<file path="config.mk">
export PLATFORM = sky130hd
export DESIGN_NAME = bmdma_regs
export DESIGN_NICKNAME = d
export VERILOG_FILES = /design/src/rtl/bmdma_pkg.sv /design/src/rtl/bmdma_wdec.sv /design/src/rtl/bmdma_channel.sv /design/src/rtl/bmdma_rdmux.sv /design/src/rtl/bmdma_regs.sv
export SDC_FILE = /design/constraint.sdc
export NUM_CORES = 1
export LEC_CHECK = 0
export ABC_AREA = 1
export BUFFER_PORTS_ARGS = -buffer_cell sky130_fd_sc_hd__buf_4
export CORE_UTILIZATION = 30
export DETAILED_ROUTE_END_ITERATION = 10
export PLACE_DENSITY = 0.57
export SETUP_SLACK_MARGIN = 0.3
export SLEW_MARGIN = 0
export SYNTH_ARGS = -nofsm -noshare
export SYNTH_HDL_FRONTEND = slang
export SYNTH_SLANG_ARGS = --single-unit
</file>
<file path="constraint.sdc">
create_clock -name clk -period 5.9 [get_ports clk]
set_input_delay 0 -clock clk [delete_from_list [all_inputs] [get_ports clk]]
set_output_delay 0 -clock clk [all_outputs]
set_load 0.01 [all_outputs]
</file>
<file path="src/rtl/bmdma_pkg.sv">
package bmdma_pkg;

    localparam int CH_SPAN = 8;

    localparam logic [2:0] OFF_CMD = 3'd0;
    localparam logic [2:0] OFF_STS = 3'd2;
    localparam logic [2:0] OFF_PTR = 3'd4;

    localparam int CMD_RUN = 0;
    localparam int CMD_DIR = 3;
    localparam int STS_ACT = 0;
    localparam int STS_ERR = 1;
    localparam int STS_INT = 2;

    localparam logic [7:0] STS_RESET = 8'h60;

    typedef enum logic [1:0] {
        SZ_BYTE = 2'b00,
        SZ_HALF = 2'b01,
        SZ_WORD = 2'b10,
        SZ_RSVD = 2'b11
    } xfer_size_e;

    typedef struct packed {
        logic [7:0]  cmd;
        logic [7:0]  sts;
        logic [31:0] ptr;
    } chan_regs_t;

    typedef struct packed {
        logic cmd_we;
        logic sts_we;
        logic ptr_we;
    } chan_wr_t;

    function automatic int size_bytes(xfer_size_e s);
        case (s)
            SZ_BYTE: return 1;
            SZ_HALF: return 2;
            SZ_WORD: return 4;
            default: return 0;
        endcase
    endfunction

    // Command merge: direction is held while a transfer runs.
    function automatic logic [7:0] merge_cmd(logic [7:0] cur, logic [7:0] wr);
        logic [7:0] nv;
        nv = wr;
        if (cur[CMD_RUN]) nv[CMD_DIR] = cur[CMD_DIR];
        return nv;
    endfunction

    // Status merge: active is hardware-owned, interrupt/error clear on one.
    function automatic logic [7:0] merge_sts(logic [7:0] cur, logic [7:0] wr);
        logic [7:0] nv;
        nv          = wr;
        nv[STS_ACT] = cur[STS_ACT];
        nv[STS_ERR] = cur[STS_ERR] & ~wr[STS_ERR];
        nv[STS_INT] = cur[STS_INT] & ~wr[STS_INT];
        return nv;
    endfunction

endpackage

</file>
<file path="src/rtl/bmdma_wdec.sv">
module bmdma_wdec
    import bmdma_pkg::*;
#(
    parameter int NCH = 2,
    localparam int AW = $clog2(NCH * CH_SPAN)
) (
    input  logic                  wr_en,
    input  logic [AW-1:0]         addr,
    input  logic [1:0]            size,
    output chan_wr_t [NCH-1:0]    wr
);

    xfer_size_e sz;
    logic [2:0] off;
    logic [AW-4:0] ch_idx;

    assign sz     = xfer_size_e'(size);
    assign off    = addr[2:0];
    assign ch_idx = addr[AW-1:3];

    for (genvar c = 0; c < NCH; c++) begin : g_ch
        logic hit;
        assign hit          = wr_en && (int'(ch_idx) == c);
        assign wr[c].cmd_we = hit && (off == OFF_CMD) && (sz == SZ_BYTE);
        assign wr[c].sts_we = hit && (off == OFF_STS) && (sz == SZ_BYTE);
        assign wr[c].ptr_we = hit && (off == OFF_PTR) && (sz == SZ_WORD);
    end

endmodule

</file>
<file path="src/rtl/bmdma_channel.sv">
module bmdma_channel
    import bmdma_pkg::*;
(
    input  logic        clk,
    input  logic        rst,
    input  chan_wr_t    wr,
    input  logic [31:0] wdata,
    input  logic        dev_sel,
    input  logic        done,
    output chan_regs_t  regs,
    output logic        start_pulse,
    output logic        abort_pulse,
    output logic [31:0] ev_ptr,
    output logic        ev_dev
);

    chan_regs_t regs_nxt;
    logic       go;
    logic       halt;

    always_comb begin
        logic [7:0] nc;
        regs_nxt = regs;
        go       = 1'b0;
        halt     = 1'b0;
        nc       = regs.cmd;
        if (wr.cmd_we) begin
            nc           = merge_cmd(regs.cmd, wdata[7:0]);
            go           = ~regs.cmd[CMD_RUN] & nc[CMD_RUN];
            halt         = regs.cmd[CMD_RUN] & ~nc[CMD_RUN];
            regs_nxt.cmd = nc;
        end
        if (wr.sts_we) regs_nxt.sts = merge_sts(regs.sts, wdata[7:0]);
        if (wr.ptr_we) regs_nxt.ptr = {wdata[31:2], 2'b00};
        if (go)        regs_nxt.sts[STS_ACT] = 1'b1;
        if (halt)      regs_nxt.sts[STS_ACT] = 1'b0;
        if (done) begin
            regs_nxt.cmd[CMD_RUN] = 1'b0;
            regs_nxt.sts[STS_ACT] = 1'b0;
            regs_nxt.sts[STS_INT] = 1'b1;
        end
    end

    always_ff @(posedge clk) begin
        if (rst) begin
            regs        <= '{cmd: 8'h00, sts: STS_RESET, ptr: 32'h0};
            start_pulse <= 1'b0;
            abort_pulse <= 1'b0;
            ev_ptr      <= 32'h0;
            ev_dev      <= 1'b0;
        end else begin
            regs        <= regs_nxt;
            start_pulse <= go & ~done;
            abort_pulse <= halt & ~done;
            if ((go | halt) & ~done) ev_dev <= dev_sel;
            if (go & ~done)          ev_ptr <= regs.ptr;
        end
    end

endmodule

</file>
<file path="src/rtl/bmdma_rdmux.sv">
module bmdma_rdmux
    import bmdma_pkg::*;
#(
    parameter int NCH = 2,
    localparam int NBYTES = NCH * CH_SPAN,
    localparam int AW = $clog2(NBYTES)
) (
    input  logic [NBYTES-1:0][7:0] bank,
    input  logic [AW-1:0]          addr,
    input  logic [1:0]             size,
    output logic [31:0]            rdata
);

    always_comb begin
        int nb;
        nb    = size_bytes(xfer_size_e'(size));
        rdata = 32'h0;
        for (int k = 0; k < 4; k++) begin
            int idx;
            idx = int'(addr) + k;
            if (k < nb && idx < NBYTES)
                rdata[k*8 +: 8] = bank[idx[AW-1:0]];
        end
    end

endmodule

</file>
<file path="src/rtl/bmdma_regs.sv">
module bmdma_regs
    import bmdma_pkg::*;
#(
    parameter int NCH = 2,
    localparam int AW = $clog2(NCH * CH_SPAN)
) (
    input  logic              clk,
    input  logic              rst,
    input  logic              wr_en,
    input  logic [AW-1:0]     addr,
    input  logic [1:0]        size,
    input  logic [31:0]       wdata,
    output logic [31:0]       rdata,
    input  logic [NCH-1:0]    dev_sel,
    input  logic [NCH-1:0]    dma_done,
    output logic [NCH-1:0]    dma_start,
    output logic [NCH-1:0]    dma_abort,
    output logic [NCH*32-1:0] dma_ptr,
    output logic [NCH-1:0]    dma_dev,
    output logic [NCH-1:0]    irq
);

    localparam int NBYTES = NCH * CH_SPAN;

    chan_wr_t   [NCH-1:0]      wr;
    chan_regs_t [NCH-1:0]      regs;
    logic       [NCH-1:0][7:0] cmd_q;
    logic       [NCH-1:0][7:0] sts_q;
    logic       [NBYTES-1:0][7:0] bank;

    bmdma_wdec #(.NCH(NCH)) u_wdec (
        .wr_en (wr_en),
        .addr  (addr),
        .size  (size),
        .wr    (wr)
    );

    for (genvar c = 0; c < NCH; c++) begin : g_ch
        bmdma_channel u_chan (
            .clk         (clk),
            .rst         (rst),
            .wr          (wr[c]),
            .wdata       (wdata),
            .dev_sel     (dev_sel[c]),
            .done        (dma_done[c]),
            .regs        (regs[c]),
            .start_pulse (dma_start[c]),
            .abort_pulse (dma_abort[c]),
            .ev_ptr      (dma_ptr[c*32 +: 32]),
            .ev_dev      (dma_dev[c])
        );

        assign cmd_q[c] = regs[c].cmd;
        assign sts_q[c] = regs[c].sts;
        assign irq[c]   = regs[c].sts[STS_INT];

        for (genvar b = 0; b < CH_SPAN; b++) begin : g_byte
            if (b == int'(OFF_CMD)) begin : g_cmd
                assign bank[c*CH_SPAN + b] = regs[c].cmd;
            end else if (b == int'(OFF_STS)) begin : g_sts
                assign bank[c*CH_SPAN + b] = regs[c].sts;
            end else if (b >= int'(OFF_PTR)) begin : g_ptr
                assign bank[c*CH_SPAN + b] = regs[c].ptr[(b-int'(OFF_PTR))*8 +: 8];
            end else begin : g_gap
                assign bank[c*CH_SPAN + b] = 8'h00;
            end
        end
    end

    bmdma_rdmux #(.NCH(NCH)) u_rdmux (
        .bank  (bank),
        .addr  (addr),
        .size  (size),
        .rdata (rdata)
    );

endmodule

</file>
Word level (Yosys, flattened, before mapping)
Cells that the tools add are included.
{ "word_totals": {"in_bits": 45, "elab_cells": 116, "register_bits": 158, "output_inout_bits": 104} }
{ "op_classes": {"reduce_logical": 28, "bitwise": 24, "add_sub_neg": 3, "n_eq_ne": 4, "n_mux": 23, "n_lt_le_gt_ge": 12} }
{ "op_table": {"columns": ["op", "count"], "rows": [
  ["binary-select mux 8 bit (select 4 bit)", 4],
  ["less-than comparator 32 x 6 -> 1 bit (second input constant)", 3],
  ["two-way mux 8 bit", 8],
  ["less-than comparator 4 x 5 -> 1 bit (second input constant)", 5],
  ["logical AND 1 bit", 18],
  ["bitwise AND 1 bit", 14],
  ["adder 4 x 2 -> 5 bit (second input constant)", 2],
  ["one-hot mux 3 bit (3 select lines)", 1],
  ["two-way mux 1 bit", 8],
  ["NOT 1 bit", 8],
  ["less-than comparator 1 x 3 -> 1 bit (first input constant)", 2],
  ["less-than comparator 2 x 3 -> 1 bit (first input constant)", 2],
  ["two-way mux 3 bit", 2],
  ["OR reduction 3 bit", 2],
  ["adder 4 x 1 -> 5 bit (second input constant)", 1],
  ["AND reduction 2 bit", 2],
  ["nonzero test 2 bit", 2],
  ["OR reduction 2 bit", 2],
  ["== test 3 x 2 -> 1 bit (second input constant)", 1],
  ["== test 3 bit (second input constant)", 1],
  ["logical NOT 3 bit", 1],
  ["== test 2 x 1 -> 1 bit (second input constant)", 1],
  ["== test 2 bit (second input constant)", 1],
  ["logical NOT 2 bit", 1],
  ["OR 1 bit", 2]
]} }

Logic depth before layout (Yosys ltp)
Gate-level depths: netlist of run 1.
{ "logic_depth": {"word_depth": 7, "mapped_depth": 15, "mapped_depth_nobuf": 11} }

By module
A second synthesis of run 1 with hierarchy kept.
{ "unflattened": {"hier_cells": 1681, "area_unflattened_um2": 9824.4} }
{ "by_module_without_submodules": {"columns": ["module", "area_each_um2", "instances", "seq_area_each_um2", "cells_per_inst"], "rows": [
  ["bmdma_channel", 2763.9, 2, 1581.5, 350],
  ["bmdma_rdmux", 4197.8, 1, 0.0, 957],
  ["bmdma_wdec", 95.1, 1, 0.0, 23],
  ["bmdma_regs", 3.8, 1, 0.0, 1]
]} }

Worst setup path after synthesis of run 1
No wires, ideal clock.
{ "synth_path": {"kind": "input port to output port", "startpoint": "in addr[1]", "endpoint": "out rdata[25]", "arrival_ns": 1.987, "t_required_ns": 5.900, "path_slack_ns": 3.913, "path_stages": 13, "path_buffers": 5, "cell_sequence": "buf_2 > inv_2 > buf_2 > buf_2 > ha_1 > ha_1 > buf_2 > inv_1 > clkbuf_1 > nand3_1 > nand3_1 > nand2_1 > nor2_1"} }
{ "synth_via": {"elab_chain_cells": 4, "elab_cells_between_ends": 6, "cone_classes": "1 x add/sub; 1 x order compare; 3 x mux; 1 x reduce/logical"} }
{ "synth_rtl": {"columns": ["element", "line_no", "source"], "rows": [
  ["start: declaration", "bmdma_regs.sv:10", "input logic [AW-1:0] addr,"],
  ["adder 4 x 2 -> 5 bit (*)", "bmdma_rdmux.sv:20", "idx = int'(addr) + k;"],
  ["less-than comparator 32 x 6 -> 1 bit / binary-select mux 8 bit (select 4 bit) (equally long branches)", "bmdma_rdmux.sv:21, bmdma_rdmux.sv:22", null],
  ["logical AND 1 bit / two-way mux 8 bit (equally long branches)", "bmdma_rdmux.sv:21, bmdma_rdmux.sv:22", null],
  ["two-way mux 8 bit (*)", "bmdma_rdmux.sv:21", "if (k < nb && idx < NBYTES)"],
  ["end: declaration", "bmdma_regs.sv:13", "output logic [31:0] rdata,"]
]} }
Mark *: on every way between the ends. The rest lies on a longest branch, timed or not. The select of a mux whose other input is x is not followed.

Worst setup path after layout of run 1
{ "layout_path": {"startpoint": "in addr[1]", "endpoint": "out rdata[22]"} }
Same word-level chain as after synthesis.

==> results of run 1 <==
==> area by class of cell <==
| class | count | area (um2) | area share |
|---|---|---|---|
| clock inverter | 15 | 150 | 0.0131 |
| clock buffer | 17 | 425 | 0.0371 |
| inverter | 54 | 203 | 0.0177 |
| timing repair buffer | 192 | 1530 | 0.133 |
| tap | 396 | 495 | 0.0432 |
| sequential | 158 | 3160 | 0.276 |
| multi-input combinational | 1239 | 5500 | 0.480 |
==> state kept, by name (all words and copies together), names as in the netlist <==
name and count:
g_ch.u_chan.ev_dev 2, g_ch.u_chan.start_pulse 2, g_ch.u_chan.abort_pulse 2, g_ch.u_chan.ev_ptr 60
g_ch.u_chan.regs 92
==> per-stage QoR <==
step                      instance area (um2)  total power [mW]  cells  hold slack (ps)
after floorplan                          9520              1.38   1578             78.5
after global placement                  10500              1.54   2004              204
after detailed placement                10500              1.54   2004              198
after CTS                               11500              2.65   2071             7.75
after global routing                    11500              2.75   2071             32.6
final                                   11500              2.65   2071             20.6
==> final timing paths <==
check | from | to | slack [ps]
setup / recovery | addr[1] | rdata[22] | 2990
hold / removal | rst | g_ch[0].u_chan.regs[41] | 20
hold reg to reg | g_ch[1].u_chan.ev_ptr[25] | g_ch[1].u_chan.ev_ptr[25] | 470
setup reg to reg | g_ch[1].u_chan.regs[40] | g_ch[1].u_chan.ev_dev | 3980
==> where the power goes <==
part | leakage [nW] | internal (mW) | total [mW] | switching [mW]
registers | 1.27 | 1.07 | 1.08 | 0.00874
logic | 3.65 | 0.151 | 0.465 | 0.314
clock network | 0.278 | 0.563 | 1.11 | 0.543
==> placed cells by master, fill, tap and decap left out, types with 5 or more instances in the layout <==
cell / netlist / layout
inv_1: 45 / 43
inv_2: 8 / 10
nor2_1: 253 / 252
inv_6: 0 / 5
a21oi_1: 77 / 77
nand4_1: 30 / 30
and3_1: 7 / 7
dlygate4sd3_1: 0 / 35
nand2_1: 468 / 468
clkbuf_16: 0 / 17
o211ai_1: 7 / 7
ha_1: 11 / 10
dfxtp_1: 158 / 158
o21ai_0: 119 / 119
nand3_1: 245 / 245
buf_4: 33 / 157
==> per-layer routing <==
layer  wire length, um  GRT usage  part of all wire  up-vias
li1                  -          -                 -     5299
met1             18700      0.354              0.46     5139
met2             17600      0.375              0.43      543
met3              2880     0.0376             0.071       71
met4              1630      0.107             0.040        0
met5                 0          0                 0        -
==> worst register-to-register path, delay by kind of cell (launching register included) <==
family / cells / cell delay, ps
and+or+nand+nor: 5 / 1150
DFF: 1 / 380
buffers and inverters: 1 / 320
==> logic make-up (layout without fill, tap and decap cells) <==
family | Yosys count | count (layout) | share of synthesized area
and+or+nand+nor | 1017 | 1017 | 0.450
other | 1 | 4 | 0.000394
AOI/OAI and AO/OA | 207 | 207 | 0.111
buffers and inverters | 181 | 278 | 0.0907
DFF | 158 | 158 | 0.333
adders and majority gates | 11 | 11 | 0.0145
==> impl_metrics.json, run 1 <==
{
  "rr_worst_depth": 6,
  "clk_pin_slew_worst_paths_ps": 70,
  "cts_tree": "yes",
  "grt_pass1_wl_um": 61800,
  "ys_warn_count": 0,
  "antenna_found_initial": 0,
  "fin_crit_ps": 2910,
  "setup_tns_ps": 0,
  "synthToLayoutAreaGrowth_pct": 20.6,
  "syn_inst": 1575,
  "cts_hold_buffers": 35,
  "start_util": 0.308,
  "arrival_ps": 2910,
  "dp_hpwl_um": 28500,
  "post-place-ws_ps": 3120,
  "leakage_nw": 5.20,
  "drt_pre_antenna_iters": 6,
  "worstSetupEndpointType": "primary output",
  "routed_wl_um": 40800,
  "ys_top_cells_by_count": "nand2_1 (468), nor2_1 (253), nand3_1 (245)",
  "yosys_most_used_dff": "dfxtp_1",
  "min_path_type": "input port to flop",
  "path_delay_family": "buffers and inverters",
  "synth_area_leaders": "dfxtp_1 (33%), nand2_1 (18%), nand3_1 (13%), nor2_1 (10%), o21ai_0 (6.3%)",
  "drc": 0,
  "die_area_mm2": 0.0324,
  "num_vias": 11052,
  "yosysSeqAreaShare": 0.333,
  "post-route-util": 0.371,
  "htree_num_levels": 4,
  "cap_viol_max_count": 0,
  "grt_pass1_vias": 9950,
  "overflow": 0,
  "drt-wirelength-per-cell_um": 19.7,
  "fin_nets": 1718,
  "tightest_slew_ps": 1100,
  "synth.distinct_cells": 32,
  "cp.buffers_inverters": 5,
  "hold_viol_final": 0,
  "power_density_mw_per_mm2": 231,
  "cts-resized-gates": 0,
  "die_w_um": 180,
  "yosysMostFrequentCell": "nand2_1",
  "syn_avg_cell_area_um2": 6.04,
  "cp_cell_sequence": "buf_4, inv_2, buf_4, ha_1, inv_1, and3_1, nor2_1, nor2_1, buf_4",
  "post_cts_buffers": 0,
  "ir_worst_vdd_mv": 0.180,
  "cts_max_path_buffers": 2,
  "row_count": 64,
  "slowest_stage": "ha_1",
  "numPortBuffers": 144,
  "min_period_over_period": 0.493,
  "critPathMaxFanout": 68,
  "grt_usage": 0.250,
  "rsz0062_at_grt": "false",
  "synth_top_area_share": 0.333,
  "drive_above_1_share": 0.127,
  "finClkSkew_ps": 7.25,
  "grt_max_degree": 102,
  "avgViaCountPerCell": 5.34,
  "cts_sinks": 158,
  "die_h_um": 180,
  "timing.slew.headroom": 0.270,
  "slowest_delay_ps": 850,
  "num_antenna_cells": 0,
  "path_depth": 9,
  "cts_buffers": 17,
  "yosysTopAreaCell": "dfxtp_1",
  "worstSetupStartpointType": "input port",
  "finalSetupViolCount": 0,
  "drt_iter0_markers": 1567,
  "fmax_mhz": 344,
  "required_ps": 5900,
  "clk_latency_ps": 440,
  "core_mm2": 0.0309,
  "fillerInstances": 3395,
  "critPathMostFrequentCell": "buf_4",
  "crit_type": "input port to primary output",
  "synth-edff-count": 0,
  "drtAntennaViolNets": 0,
  "routabilityCongestion": 0.968,
  "async_flop_share": 0,
  "hold_depth": 2,
  "final_max_slew_viol_count": 0,
  "cts_root_buffer": "clkbuf_16",
  "worst_slack_ps": 2990,
  "status": "finished clean",
  "synth.cell_area_mm2": 0.00951,
  "ios": 149,
  "ys_ff_latch": 158
}
Power figures use the tool's default switching activity.
==> run 2: changes to the inputs <==
==> constraint.sdc (replaced) <==
create_clock -name clk -period 2.69 [get_ports clk]
set_input_delay 0 -clock clk [delete_from_list [all_inputs] [get_ports clk]]
set_output_delay 0 -clock clk [all_outputs]
set_load 0.01 [all_outputs]
==> run 2 against run 1 <==
  * Sequential power increased by 120%
  * First-iteration DRC count decreased by 12%
  * Sequential share of layout area decreased by 0.39 points
  * Final area increased by 1.4%
  * Worst setup slack got worse by 2600 ps
  * Register-to-register slack got worse by 3100 ps
  * Utilization increased by 0.53 points
  * Critical path type unchanged
  * Largest power group unchanged
  * Highest routed layer unchanged
==> impl_metrics.json, run 2 (synthesis results as in run 1) <==
{
  "ir_worst_vdd_mv": 0.372,
  "final_cell_mix": "nand2_1 (468), nor2_1 (252), nand3_1 (245)",
  "fin_crit_ps": 2310,
  "post-place-ws_ps": 479,
  "drc": 0,
  "clk_latency_ps": 440,
  "num_vias": 11154,
  "worst_slack_ps": 383,
  "required_ps": 2690,
  "drt_pre_antenna_iters": 6,
  "fin_nets": 1727,
  "hold_depth": 5,
  "num_antenna_cells": 0,
  "worstSetupStartpointType": "input port",
  "drtAntennaViolNets": 0,
  "rr_worst_depth": 7,
  "cts_root_buffer": "clkbuf_16",
  "finalSetupViolCount": 0,
  "cts_max_path_buffers": 2,
  "htree_num_levels": 4,
  "routed_wl_um": 42700,
  "min_period_over_period": 0.858,
  "drive_above_1_share": 0.131,
  "rsz0062_at_grt": "true",
  "routabilityCongestion": 0.968,
  "holdWs_ps": 27.1,
  "arrival_ps": 2310,
  "multiInputGateArea_mm2": 0.00550,
  "top_register": "g_ch.u_chan.regs",
  "die_w_um": 180,
  "avgViaCountPerCell": 5.36,
  "mostFrequentLayoutCell": "nand2_1",
  "cts_tree": "yes",
  "tightest_slew_ps": 1060,
  "leakage_nw": 5.28,
  "largest_reg_flops": 92,
  "final_max_slew_viol_count": 0,
  "cts_sinks": 158,
  "hp-start": "wr_en",
  "drt-wirelength-per-cell_um": 20.5,
  "row_count": 64,
  "total_power_mw": 5.99,
  "setup_tns_ps": 0,
  "core_mm2": 0.0309,
  "start_util": 0.308,
  "grt_max_degree": 102,
  "synthToLayoutAreaGrowth_pct": 22.3,
  "timing.slew.headroom": 0.294,
  "cap_viol_max_count": 0,
  "fillerInstances": 3427,
  "ios": 149,
  "clk_pin_slew_worst_paths_ps": 80,
  "min_path_type": "input port to flop",
  "crit_start": "addr[0]",
  "seqCellArea_mm2": 0.00316,
  "fmax_mhz": 433,
  "status": "finished clean",
  "grt_pass1_vias": 10266,
  "rr_startpoint": "g_ch[0].u_chan.regs[40]",
  "reg.largest.list": "g_ch.u_chan.regs x92, g_ch.u_chan.ev_ptr x60",
  "drt_iter0_markers": 1374,
  "critPathMaxFanout": 32,
  "die_area_mm2": 0.0324,
  "numPortBuffers": 144,
  "cts_buffers": 17,
  "finClkSkew_ps": 9.87,
  "hold_viol_final": 0,
  "power_density_mw_per_mm2": 515,
  "grt_pass1_wl_um": 64000,
  "die_h_um": 180,
  "dp_hpwl_um": 29600,
  "cts-resized-gates": 0,
  "antenna_found_initial": 0,
  "overflow": 0,
  "post_cts_buffers": 0,
  "worstSetupEndpointType": "primary output",
  "grt_usage": 0.260,
  "crit_type": "input port to primary output"
}
-- run 2: repair_timing --
item | CTS | global route
endpoints found under the hold margin | 92 | 0
hold buffers | 36 | 0
endpoints found under the setup margin | 0 | 1
-- run 2: final cells by class --
cell class	instances	share of cell area
multi-input combinational	1239	0.473
sequential	158	0.272
timing repair buffer	201	0.143
tap	396	0.0426
clock buffer	17	0.0366
inverter	54	0.0174
clock inverter	15	0.0156
-- run 2: final timing paths --
path	end	slack, ps
max	rdata[9]	380
min	g_ch[0].u_chan.regs[32]	30
min reg2reg	g_ch[1].u_chan.ev_ptr[7]	470
max reg2reg	g_ch[0].u_chan.ev_ptr[16]	920
-- run 2: worst max-delay path, stage by stage --
cell     delay [ps]
buf_4           230
buf_4           390
ha_1            230
inv_1            60
nand2_1          70
nand2_2         240
inv_2           400
nand3_1         140
nand3_1         100
nand2_1          60
nor2_1          200
buf_4           160
-- run 2: metrics by stage --
step,util,instance area (um2),std cells
after global placement,0.345,10700,2012
after global routing,0.376,11600,2080
after floorplan,-,9520,1578
after CTS,0.376,11600,2080
after detailed placement,0.345,10700,2012
final,0.376,11600,2080
-- run 2: power breakdown --
group | switching (mW) | total, mW | internal (mW)
Combinational | 0.692 | 1.05 | 0.354
Sequential | 0.0208 | 2.37 | 2.35
Clock | 1.30 | 2.57 | 1.27
-- run 2: routing by layer --
| layer | wire, um | track usage | vias up |
|---|---|---|---|
| met4 | 2010 | 0.124 | 0 |
| met2 | 18100 | 0.386 | 551 |
| met3 | 3220 | 0.0400 | 99 |
| li1 | - | - | 5319 |
| met1 | 19400 | 0.365 | 5185 |
| met5 | 0 | 0 | - |
